`src/rtl/oc_pwm_pkg.sv`:
```
package oc_pwm_pkg;
    localparam int BYTE_W = 8;
    localparam int CNT_W  = 2 * BYTE_W;
    localparam int ADDR_W = 3;
    localparam int PRE_W  = 3;
    localparam int N_CMP  = 2;

    localparam logic [CNT_W-1:0] CNT_PRESET = 16'hFFFC;
    localparam logic [CNT_W-1:0] CMP_RESET  = 16'hFFFF;

    localparam logic [ADDR_W-1:0] A_CTRL = 3'd0;
    localparam logic [ADDR_W-1:0] A_STAT = 3'd5;

    localparam int CMP_EDGE = 0;
    localparam int CMP_PER  = 1;

    typedef struct packed {
        logic       ie_per;
        logic       ie_any;
        logic [1:0] psel;
        logic       opm_en;
        logic       pwm_en;
        logic       lvl_per;
        logic       lvl_edge;
    } ctrl_t;

    function automatic logic [PRE_W-1:0] div_last(input logic [1:0] sel);
        case (sel)
            2'b00:   div_last = PRE_W'(3);
            2'b01:   div_last = PRE_W'(7);
            2'b10:   div_last = PRE_W'(1);
            default: div_last = PRE_W'(0);
        endcase
    endfunction
endpackage

```
`src/rtl/oc_pwm_prescaler.sv`:
```
module oc_pwm_prescaler
    import oc_pwm_pkg::*;
(
    input  logic       clk,
    input  logic       rst_n,
    input  logic       run,
    input  logic [1:0] sel,
    output logic       tick
);
    logic [PRE_W-1:0] pre_d, pre_q;

    always_comb begin
        tick  = run && (pre_q >= div_last(sel));
        pre_d = pre_q + PRE_W'(1);
        if (!run || tick) pre_d = '0;
    end

    always_ff @(posedge clk or negedge rst_n) begin
        if (!rst_n) pre_q <= '0;
        else        pre_q <= pre_d;
    end
endmodule

```
`src/rtl/oc_pwm_cmpreg.sv`:
```
module oc_pwm_cmpreg
    import oc_pwm_pkg::*;
#(
    parameter logic [CNT_W-1:0] RESET_VAL = CMP_RESET
) (
    input  logic              clk,
    input  logic              rst_n,
    input  logic              wr_hi,
    input  logic              wr_lo,
    input  logic [BYTE_W-1:0] data,
    output logic [CNT_W-1:0]  value,
    output logic              armed
);
    typedef struct packed {
        logic [CNT_W-1:0] val;
        logic             armed;
    } cmp_st_t;

    cmp_st_t st_d, st_q;

    always_comb begin
        st_d = st_q;
        if (wr_hi) begin
            st_d.val[CNT_W-1:BYTE_W] = data;
            st_d.armed               = 1'b0;
        end
        if (wr_lo) begin
            st_d.val[BYTE_W-1:0] = data;
            st_d.armed           = 1'b1;
        end
    end

    always_ff @(posedge clk or negedge rst_n) begin
        if (!rst_n) st_q <= '{val: RESET_VAL, armed: 1'b1};
        else        st_q <= st_d;
    end

    assign value = st_q.val;
    assign armed = st_q.armed;
endmodule

```
`src/rtl/oc_pwm_timer.sv`:
```
module oc_pwm_timer
    import oc_pwm_pkg::*;
(
    input  logic              clk,
    input  logic              rst_n,
    input  logic              wr_en,
    input  logic              rd_en,
    input  logic [ADDR_W-1:0] addr,
    input  logic [BYTE_W-1:0] wdata,
    output logic [BYTE_W-1:0] rdata,
    output logic              pwm_o,
    output logic              irq_o
);
    typedef struct packed {
        logic [CNT_W-1:0] cnt;
        logic             out;
        logic             flag;
        logic             clr_armed;
        ctrl_t            ctrl;
    } st_t;

    st_t st_d, st_q;

    logic                 tick;
    logic [CNT_W-1:0]     cmp_val [N_CMP];
    logic [N_CMP-1:0]     cmp_armed;
    logic [N_CMP-1:0]     cmp_hit;
    logic                 edge_hit, per_hit;
    logic                 pwm_on;
    logic [CNT_W-1:0]     cnt_cur;
    logic                 flag_cur;
    logic                 stat_rd, stat_wr;

    assign pwm_on   = st_q.ctrl.pwm_en;
    assign cnt_cur  = st_q.cnt;
    assign flag_cur = st_q.flag;

    oc_pwm_prescaler u_pre (
        .clk   (clk),
        .rst_n (rst_n),
        .run   (pwm_on),
        .sel   (st_q.ctrl.psel),
        .tick  (tick)
    );

    for (genvar i = 0; i < N_CMP; i++) begin : g_cmp
        localparam logic [ADDR_W-1:0] HI_ADDR = ADDR_W'(1 + 2 * i);
        localparam logic [ADDR_W-1:0] LO_ADDR = ADDR_W'(2 + 2 * i);
        oc_pwm_cmpreg #(.RESET_VAL(CMP_RESET)) u_reg (
            .clk   (clk),
            .rst_n (rst_n),
            .wr_hi (wr_en && addr == HI_ADDR),
            .wr_lo (wr_en && addr == LO_ADDR),
            .data  (wdata),
            .value (cmp_val[i]),
            .armed (cmp_armed[i])
        );
        assign cmp_hit[i] = tick && pwm_on && cmp_armed[i] && (st_q.cnt == cmp_val[i]);
    end

    assign edge_hit = cmp_hit[CMP_EDGE];
    assign per_hit  = cmp_hit[CMP_PER];
    assign stat_rd  = rd_en && addr == A_STAT;
    assign stat_wr  = wr_en && addr == A_STAT;

    always_comb begin
        st_d = st_q;

        if (wr_en && addr == A_CTRL) st_d.ctrl = ctrl_t'(wdata);

        // counter: held at preset while idle, reloads on period match
        if (!pwm_on || per_hit) st_d.cnt = CNT_PRESET;
        else if (tick)          st_d.cnt = st_q.cnt + CNT_W'(1);

        // output level
        if (edge_hit && per_hit) st_d.out = ~st_q.out;
        else if (per_hit)        st_d.out = st_q.ctrl.lvl_per;
        else if (edge_hit)       st_d.out = st_q.ctrl.lvl_edge;

        // flag with read-then-write-one clear
        if (stat_rd && st_q.flag) st_d.clr_armed = 1'b1;
        if (stat_wr && wdata[0] && st_q.clr_armed) begin
            st_d.flag      = 1'b0;
            st_d.clr_armed = 1'b0;
        end
        if (per_hit) begin
            st_d.flag      = 1'b1;
            st_d.clr_armed = 1'b0;
        end
    end

    always_ff @(posedge clk or negedge rst_n) begin
        if (!rst_n) st_q <= '{cnt: CNT_PRESET, out: 1'b0, flag: 1'b0,
                              clr_armed: 1'b0, ctrl: '0};
        else        st_q <= st_d;
    end

    always_comb begin
        case (addr)
            3'd0:    rdata = st_q.ctrl;
            3'd1:    rdata = cmp_val[CMP_EDGE][CNT_W-1:BYTE_W];
            3'd2:    rdata = cmp_val[CMP_EDGE][BYTE_W-1:0];
            3'd3:    rdata = cmp_val[CMP_PER][CNT_W-1:BYTE_W];
            3'd4:    rdata = cmp_val[CMP_PER][BYTE_W-1:0];
            3'd5:    rdata = {{(BYTE_W-2){1'b0}}, 1'b0, st_q.flag};
            default: rdata = '0;
        endcase
    end

    assign pwm_o = st_q.out;
    assign irq_o = st_q.flag && (st_q.ctrl.ie_any || st_q.ctrl.ie_per);
endmodule

```
`config.mk`:
```
export PLATFORM = sky130hd
export DESIGN_NAME = oc_pwm_timer
export DESIGN_NICKNAME = d
export VERILOG_FILES = /design/src/rtl/oc_pwm_pkg.sv /design/src/rtl/oc_pwm_prescaler.sv /design/src/rtl/oc_pwm_cmpreg.sv /design/src/rtl/oc_pwm_timer.sv
export SDC_FILE = /design/constraint.sdc
export NUM_CORES = 1
export LEC_CHECK = 0
export BUFFER_PORTS_ARGS = -buffer_cell sky130_fd_sc_hd__buf_2
export CORE_ASPECT_RATIO = 0.7
export CORE_MARGIN = 2
export CORE_UTILIZATION = 60
export DETAILED_ROUTE_END_ITERATION = 10
export PLACE_DENSITY = 0.89
export SETUP_SLACK_MARGIN = 0.3
export SLEW_MARGIN = 10
export SYNTH_ARGS = -nofsm -noshare
export SYNTH_HDL_FRONTEND = slang
export SYNTH_SLANG_ARGS = --single-unit
```
`constraint.sdc`:
```
create_clock -name clk -period 3.5 [get_ports clk]
set_input_delay 0 -clock clk [delete_from_list [all_inputs] [get_ports clk]]
set_output_delay 0 -clock clk [all_outputs]
set_load 0.01 [all_outputs]
```
; ---- Word-level counts from Yosys, hierarchy flattened
; Cells that the tools add are included.
[totals]
elab_cells = 76
input_bits = 15
out_inout_bits = 10
regBits = 64
[op_classes]
n_mux = 15
n_lt_le_gt_ge = 1
n_eq_ne = 9
addsub = 2
n_reduce_logical = 30
bitwise = 1
[ops]
columns = op, n
row1 = $pmux W8 S6, 1
row2 = $eq A16 B16 Y1, 2
row3 = $mux W16, 2
row4 = $logic_and A1 B1 Y1, 18
row5 = $add A16 B1 Y16 const B, 1
row6 = $pmux W3 S3, 1
row7 = $mux W1, 8
row8 = $reduce_bool A2 Y1, 4
row9 = $eq A3 B2 Y1 const B, 2
row10 = $eq A3 B3 Y1 const B, 2
row11 = $reduce_bool A3 Y1, 2
row12 = $mux W2, 2
row13 = $add A3 B1 Y3 const B, 1
row14 = $eq A3 B1 Y1 const B, 1
row15 = $ge A3 B3 Y1, 1
row16 = $logic_not A3 Y1, 1
row17 = $logic_or A1 B1 Y1, 3
row18 = $mux W3, 1
row19 = $eq A2 B1 Y1 const B, 1
row20 = $eq A2 B2 Y1 const B, 1
row21 = $logic_not A2 Y1, 1
row22 = $logic_not A1 Y1, 1
row23 = $not A1 Y1, 1

; ---- Depth between registers and ports, before layout
[depth]
depth_word = 10
mapped_depth = 9
ltp_nobuf = 8

; ---- Hierarchy
; A second synthesis with hierarchy kept.
[hier_totals]
hier_cells = 316
area_unflattened_um2 = 3722.3
[by_module_without_submodules]
columns = module, seq_area_each_um2, cells_each, area_each_um2, n_inst
row1 = oc_pwm_timer, 693.2, 220, 2059.5, 1
row2 = oc_pwm_cmpreg, 446.7, 37, 721.9, 2
row3 = oc_pwm_prescaler, 75.1, 22, 219.0, 1

; ---- Worst setup path after synthesis
; OpenSTA, ideal clock, no wires.
[synth_path]
path_kind = reg2reg
start = register st_q[5] (netlist bit)
end = register st_q (netlist bit pwm_o)
period_less_slack_ns = 1.890
setup_time_ns = 0.124
arrival_ns = 1.766
t_required_ns = 3.376
slack_ns = 1.610
n_path_buf = 0
stages_incl_launch_ff = 8
cell_sequence = dfrtp_1 nand2b_1 ha_1 a21oi_2 o21ai_2 and4_1 mux2_2 a2bb2oi_2
[synth_between]
elab_chain_len = 9
elab_cells_between_ends = 15
classes_between = order compare: 1 / eq/ne: 2 / mux: 3 / reduce/logical: 9
[synth_rtl]
columns = item, line
row1 = "start, declared", oc_pwm_timer.sv:22  ; st_t st_d, st_q;
row2 = "start signal, assigned", oc_pwm_timer.sv:93  ; if (!rst_n) st_q <= '{cnt: CNT_PRESET, out: 1'b0, flag: 1'b0,
row3 = "start signal, assigned", oc_pwm_timer.sv:95  ; else st_q <= st_d;
row4 = $eq A2 B2 Y1 (tied with other cells), oc_pwm_pkg.sv:28  ; case (sel)
row5 = $pmux W3 S3 *, oc_pwm_pkg.sv:28
row6 = $ge A3 B3 Y1 *, oc_pwm_prescaler.sv:13  ; tick = run && (pre_q >= div_last(sel));
row7 = $logic_and A1 B1 Y1 *, oc_pwm_prescaler.sv:13
row8 = $logic_and A1 B1 Y1 *, oc_pwm_timer.sv:58  ; assign cmp_hit[i] = tick && pwm_on && cmp_armed[i] && (st_q.cnt == cmp_val[i]);
row9 = $logic_and A1 B1 Y1 (2 in a row), oc_pwm_timer.sv:58
row10 = $mux W1 / $logic_and A1 B1 Y1 (equally long branches), "oc_pwm_timer.sv:77, oc_pwm_timer.sv:76"
row11 = $mux W1 / $reduce_bool A3 Y1 (equally long branches), --
; Every way passes the cells marked *; elsewhere a longest branch is shown, timed or not.
; A chain may end at the register's enable or synchronous reset.

; ---- Worst setup path after layout
; Same ends and word-level chain as after synthesis.

==> impl_metrics.env <==
export IMPL_initialDrtViolationCount=213
export IMPL_reg2reg_slack_ns=1.43
export IMPL_reg2reg_from="st_q[5]"
export IMPL_worst_slack_ns=1.43
export IMPL_arrival_ns=2.29
export IMPL_yosysUniqueCellTypes=51
export IMPL_synth_warning_count=0
export IMPL_syn_area_um2=3650
export IMPL_period_minus_slack_ns=2.07
export IMPL_critical_path_startpoint_type="flip-flop"
export IMPL_dr_total_vias=2631
export IMPL_cts_tree="built"
export IMPL_relSlewSlack_pct=44.3
export IMPL_synth_top_cells_by_area="dfstp_2 35%, mux2_2 12%, dfrtp_1 11%, xnor2_1 7.2%, xor2_1 3.6%"
export IMPL_fin_skew_ns=0.00976
export IMPL_synth_edf_count=0
export IMPL_hold_end="g_cmp[0].u_reg.armed"
export IMPL_path_class="reg2reg"
export IMPL_rsz0062_at_grt="false"
export IMPL_grt_use_total_pct=26.7
export IMPL_dp_hpwl_mm=6.06
export IMPL_cts_max_path_buffers=2
export IMPL_slowest_delay_ns=0.41
export IMPL_cts_sinks=64
export IMPL_avgSynthCellArea_um2=11.6
export IMPL_core_um2=5780
export IMPL_yosysTopAreaCell="dfstp_2"
export IMPL_cp_end_kind="flip-flop"
export IMPL_crit_slowest_cell="dfrtp_1"
export IMPL_ctsResizeCount=0
export IMPL_die_h_um=69.2
export IMPL_vdd_ir_drop_max_mv=0.339
export IMPL_synthTopCellsByCount="48 x dfstp_2, 39 x mux2_2, 30 x xnor2_1"
export IMPL_hold_slack_ns=0.103
export IMPL_insertedDiodeCount=0
export IMPL_wl_per_cell_um=20.0
export IMPL_nNetsFinal=365
export IMPL_synth_top_area_share_pct=34.6
export IMPL_min_from="wr_en"
export IMPL_io_buffers=24
export IMPL_worstHoldPathCells=4
export IMPL_path_clk_slew_ns=0.06
export IMPL_synth_most_common_cell="dfstp_2"
export IMPL_antenna_found_initial=0
export IMPL_power_leakage_uw=0.00163
export IMPL_first_global_vias=2705
export IMPL_ios=25
export IMPL_vias_per_cell=6.22
export IMPL_htreeDepth=3
export IMPL_dieArea_um2=6730
export IMPL_setup_tns_ns=0
export IMPL_status="finished clean"
export IMPL_worstPathMaxFanout=8
export IMPL_clkLatencyLatePin_ns=0.35
export IMPL_place_congestion=0.939
export IMPL_grt_max_degree=39
export IMPL_setup_viol=0
export IMPL_root_buffer="clkbuf_8"
export IMPL_pre_cts_slack_ns=1.45
export IMPL_drc=0
export IMPL_slew_viol_final=0
export IMPL_start_util_pct=63.1
export IMPL_drt_wl_total_mm=8.46
export IMPL_globalRouteOverflowTotal=0
export IMPL_cts_setup_buffers=0
export IMPL_area_growth_pct=10.0
export IMPL_maxCapViolations=0
export IMPL_synth_cells=315
export IMPL_ys_ff_latch=64
export IMPL_power_density_nw_per_um2=561
export IMPL_drive_gt1_share_pct=42.2
export IMPL_die_w_um=97.2
export IMPL_hold_class="in2reg"
export IMPL_grt_pass1_wl_mm=13.8
export IMPL_cts_buffers=9
export IMPL_syn_nets=335
export IMPL_r2r_cells=7
export IMPL_tightest_slew_ns=0.836
export IMPL_cts_hold_buf=9
export IMPL_cp_required_ns=3.72
export IMPL_ant_nets=0
export IMPL_synth_seq_area_share_pct=45.5
export IMPL_rows=23
export IMPL_synth_flop_cell="dfstp_2"
export IMPL_fmaxAchievable_mhz=483
export IMPL_ys_async_sr_fraction_pct=100
export IMPL_period_share_pct=59.2
export IMPL_r2r_end="pwm_o"
export IMPL_first_pass_iters=5
export IMPL_hold_viol_final=0
export IMPL_crit_chain="nand2b_1 > ha_1 > nand2_2 > o21ai_2 > nand4_1 > mux2_2 > a2bb2oi_2"
==> metal layers <==
layer | routed length [µm] | global-route usage [%] | part of all wire (%)
met5 | 0 | 0 | 0
met4 | 180 | 10.6 | 2.1
met3 | 776 | 9.68 | 9.2
met2 | 3860 | 40.2 | 46
met1 | 3640 | 35.3 | 43
==> power by group <==
group          total (µW)  internal [µW]  switching, µW  leakage (µW)
registers            1120            950            167      0.000705
logic                 603            299            305      0.000846
clock network         533            266            267     0.0000821
==> logic make-up (layout without fill, tap and decap cells) <==
group | count (synthesis) | count (layout) | synth area share, %
mux | 54 | 54 | 17.1
compound gates | 31 | 31 | 6.04
buf+inv | 21 | 54 | 3.36
fa+ha+maj | 5 | 5 | 1.71
xor+xnor | 47 | 47 | 11.7
simple gates | 93 | 93 | 14.5
flops | 64 | 64 | 45.5
==> worst max-delay path, delay by kind of cell, from the launching register on <==
kind                     cells  cell delay, ns
AO/OA/AOI/OAI                2            0.43
multiplexers                 1            0.33
adder cells (fa/ha/maj)      1            0.32
AND/OR/NAND/NOR              3            0.46
flip-flops                   1            0.41
==> worst max path at each step <==
stage	depth (start not counted)	slack, ns	start	endpoint
after floorplan	7	1.61	st_q[5]	pwm_o
after global placement	7	1.56	st_q[5]	pwm_o
after detailed placement	7	1.45	st_q[5]	pwm_o
after CTS	7	1.44	st_q[5]	pwm_o
after global routing	7	1.25	st_q[5]	pwm_o
final	7	1.43	st_q[5]	pwm_o
==> final cells by class <==
cell class | instances | area (µm²)
multi-input combinational | 230 | 1860
fill | 404 | 1770
sequential | 64 | 1660
timing repair buffer | 34 | 218
clock buffer | 12 | 145
tap | 75 | 93.8
inverter | 6 | 22.5
clock inverter | 2 | 10.0
==> metrics by stage <==
step	util, %	total power [µW]	cells	instance area (µm²)
2_1_floorplan	-	1530	315	3650
3_3_place_gp	65.2	1670	400	3770
3_5_place_dp	65.2	1710	400	3770
4_1_cts	69.4	2260	423	4020
5_1_grt	69.4	2370	423	4020
6_report	69.4	2250	423	4020
==> cells in the final DEF, fill, tap and decap left out, drive strengths merged, types with 6 or more instances in the layout <==
master and n:
dfstp 48, mux2 45, xnor2 32, nand2 25, buf 25, dfrtp 16
xor2 15, nor2 15, nand3 13, clkbuf 12, nand4 11, dlygate4sd3 9
and3 8, mux2i 7, o21ai 7, a21oi 7, inv 6, a22oi 6
nor2b 6
==> flip-flops by register name (all words and copies together) (netlist names) <==
name	flops
g_cmp.u_reg.armed	2
cnt_cur	16
flag_cur	1
pwm_on	1
u_pre.pre_q	3
g_cmp.u_reg.value	32
st_q	8
pwm_o	1
Power figures use the tool's default switching activity.
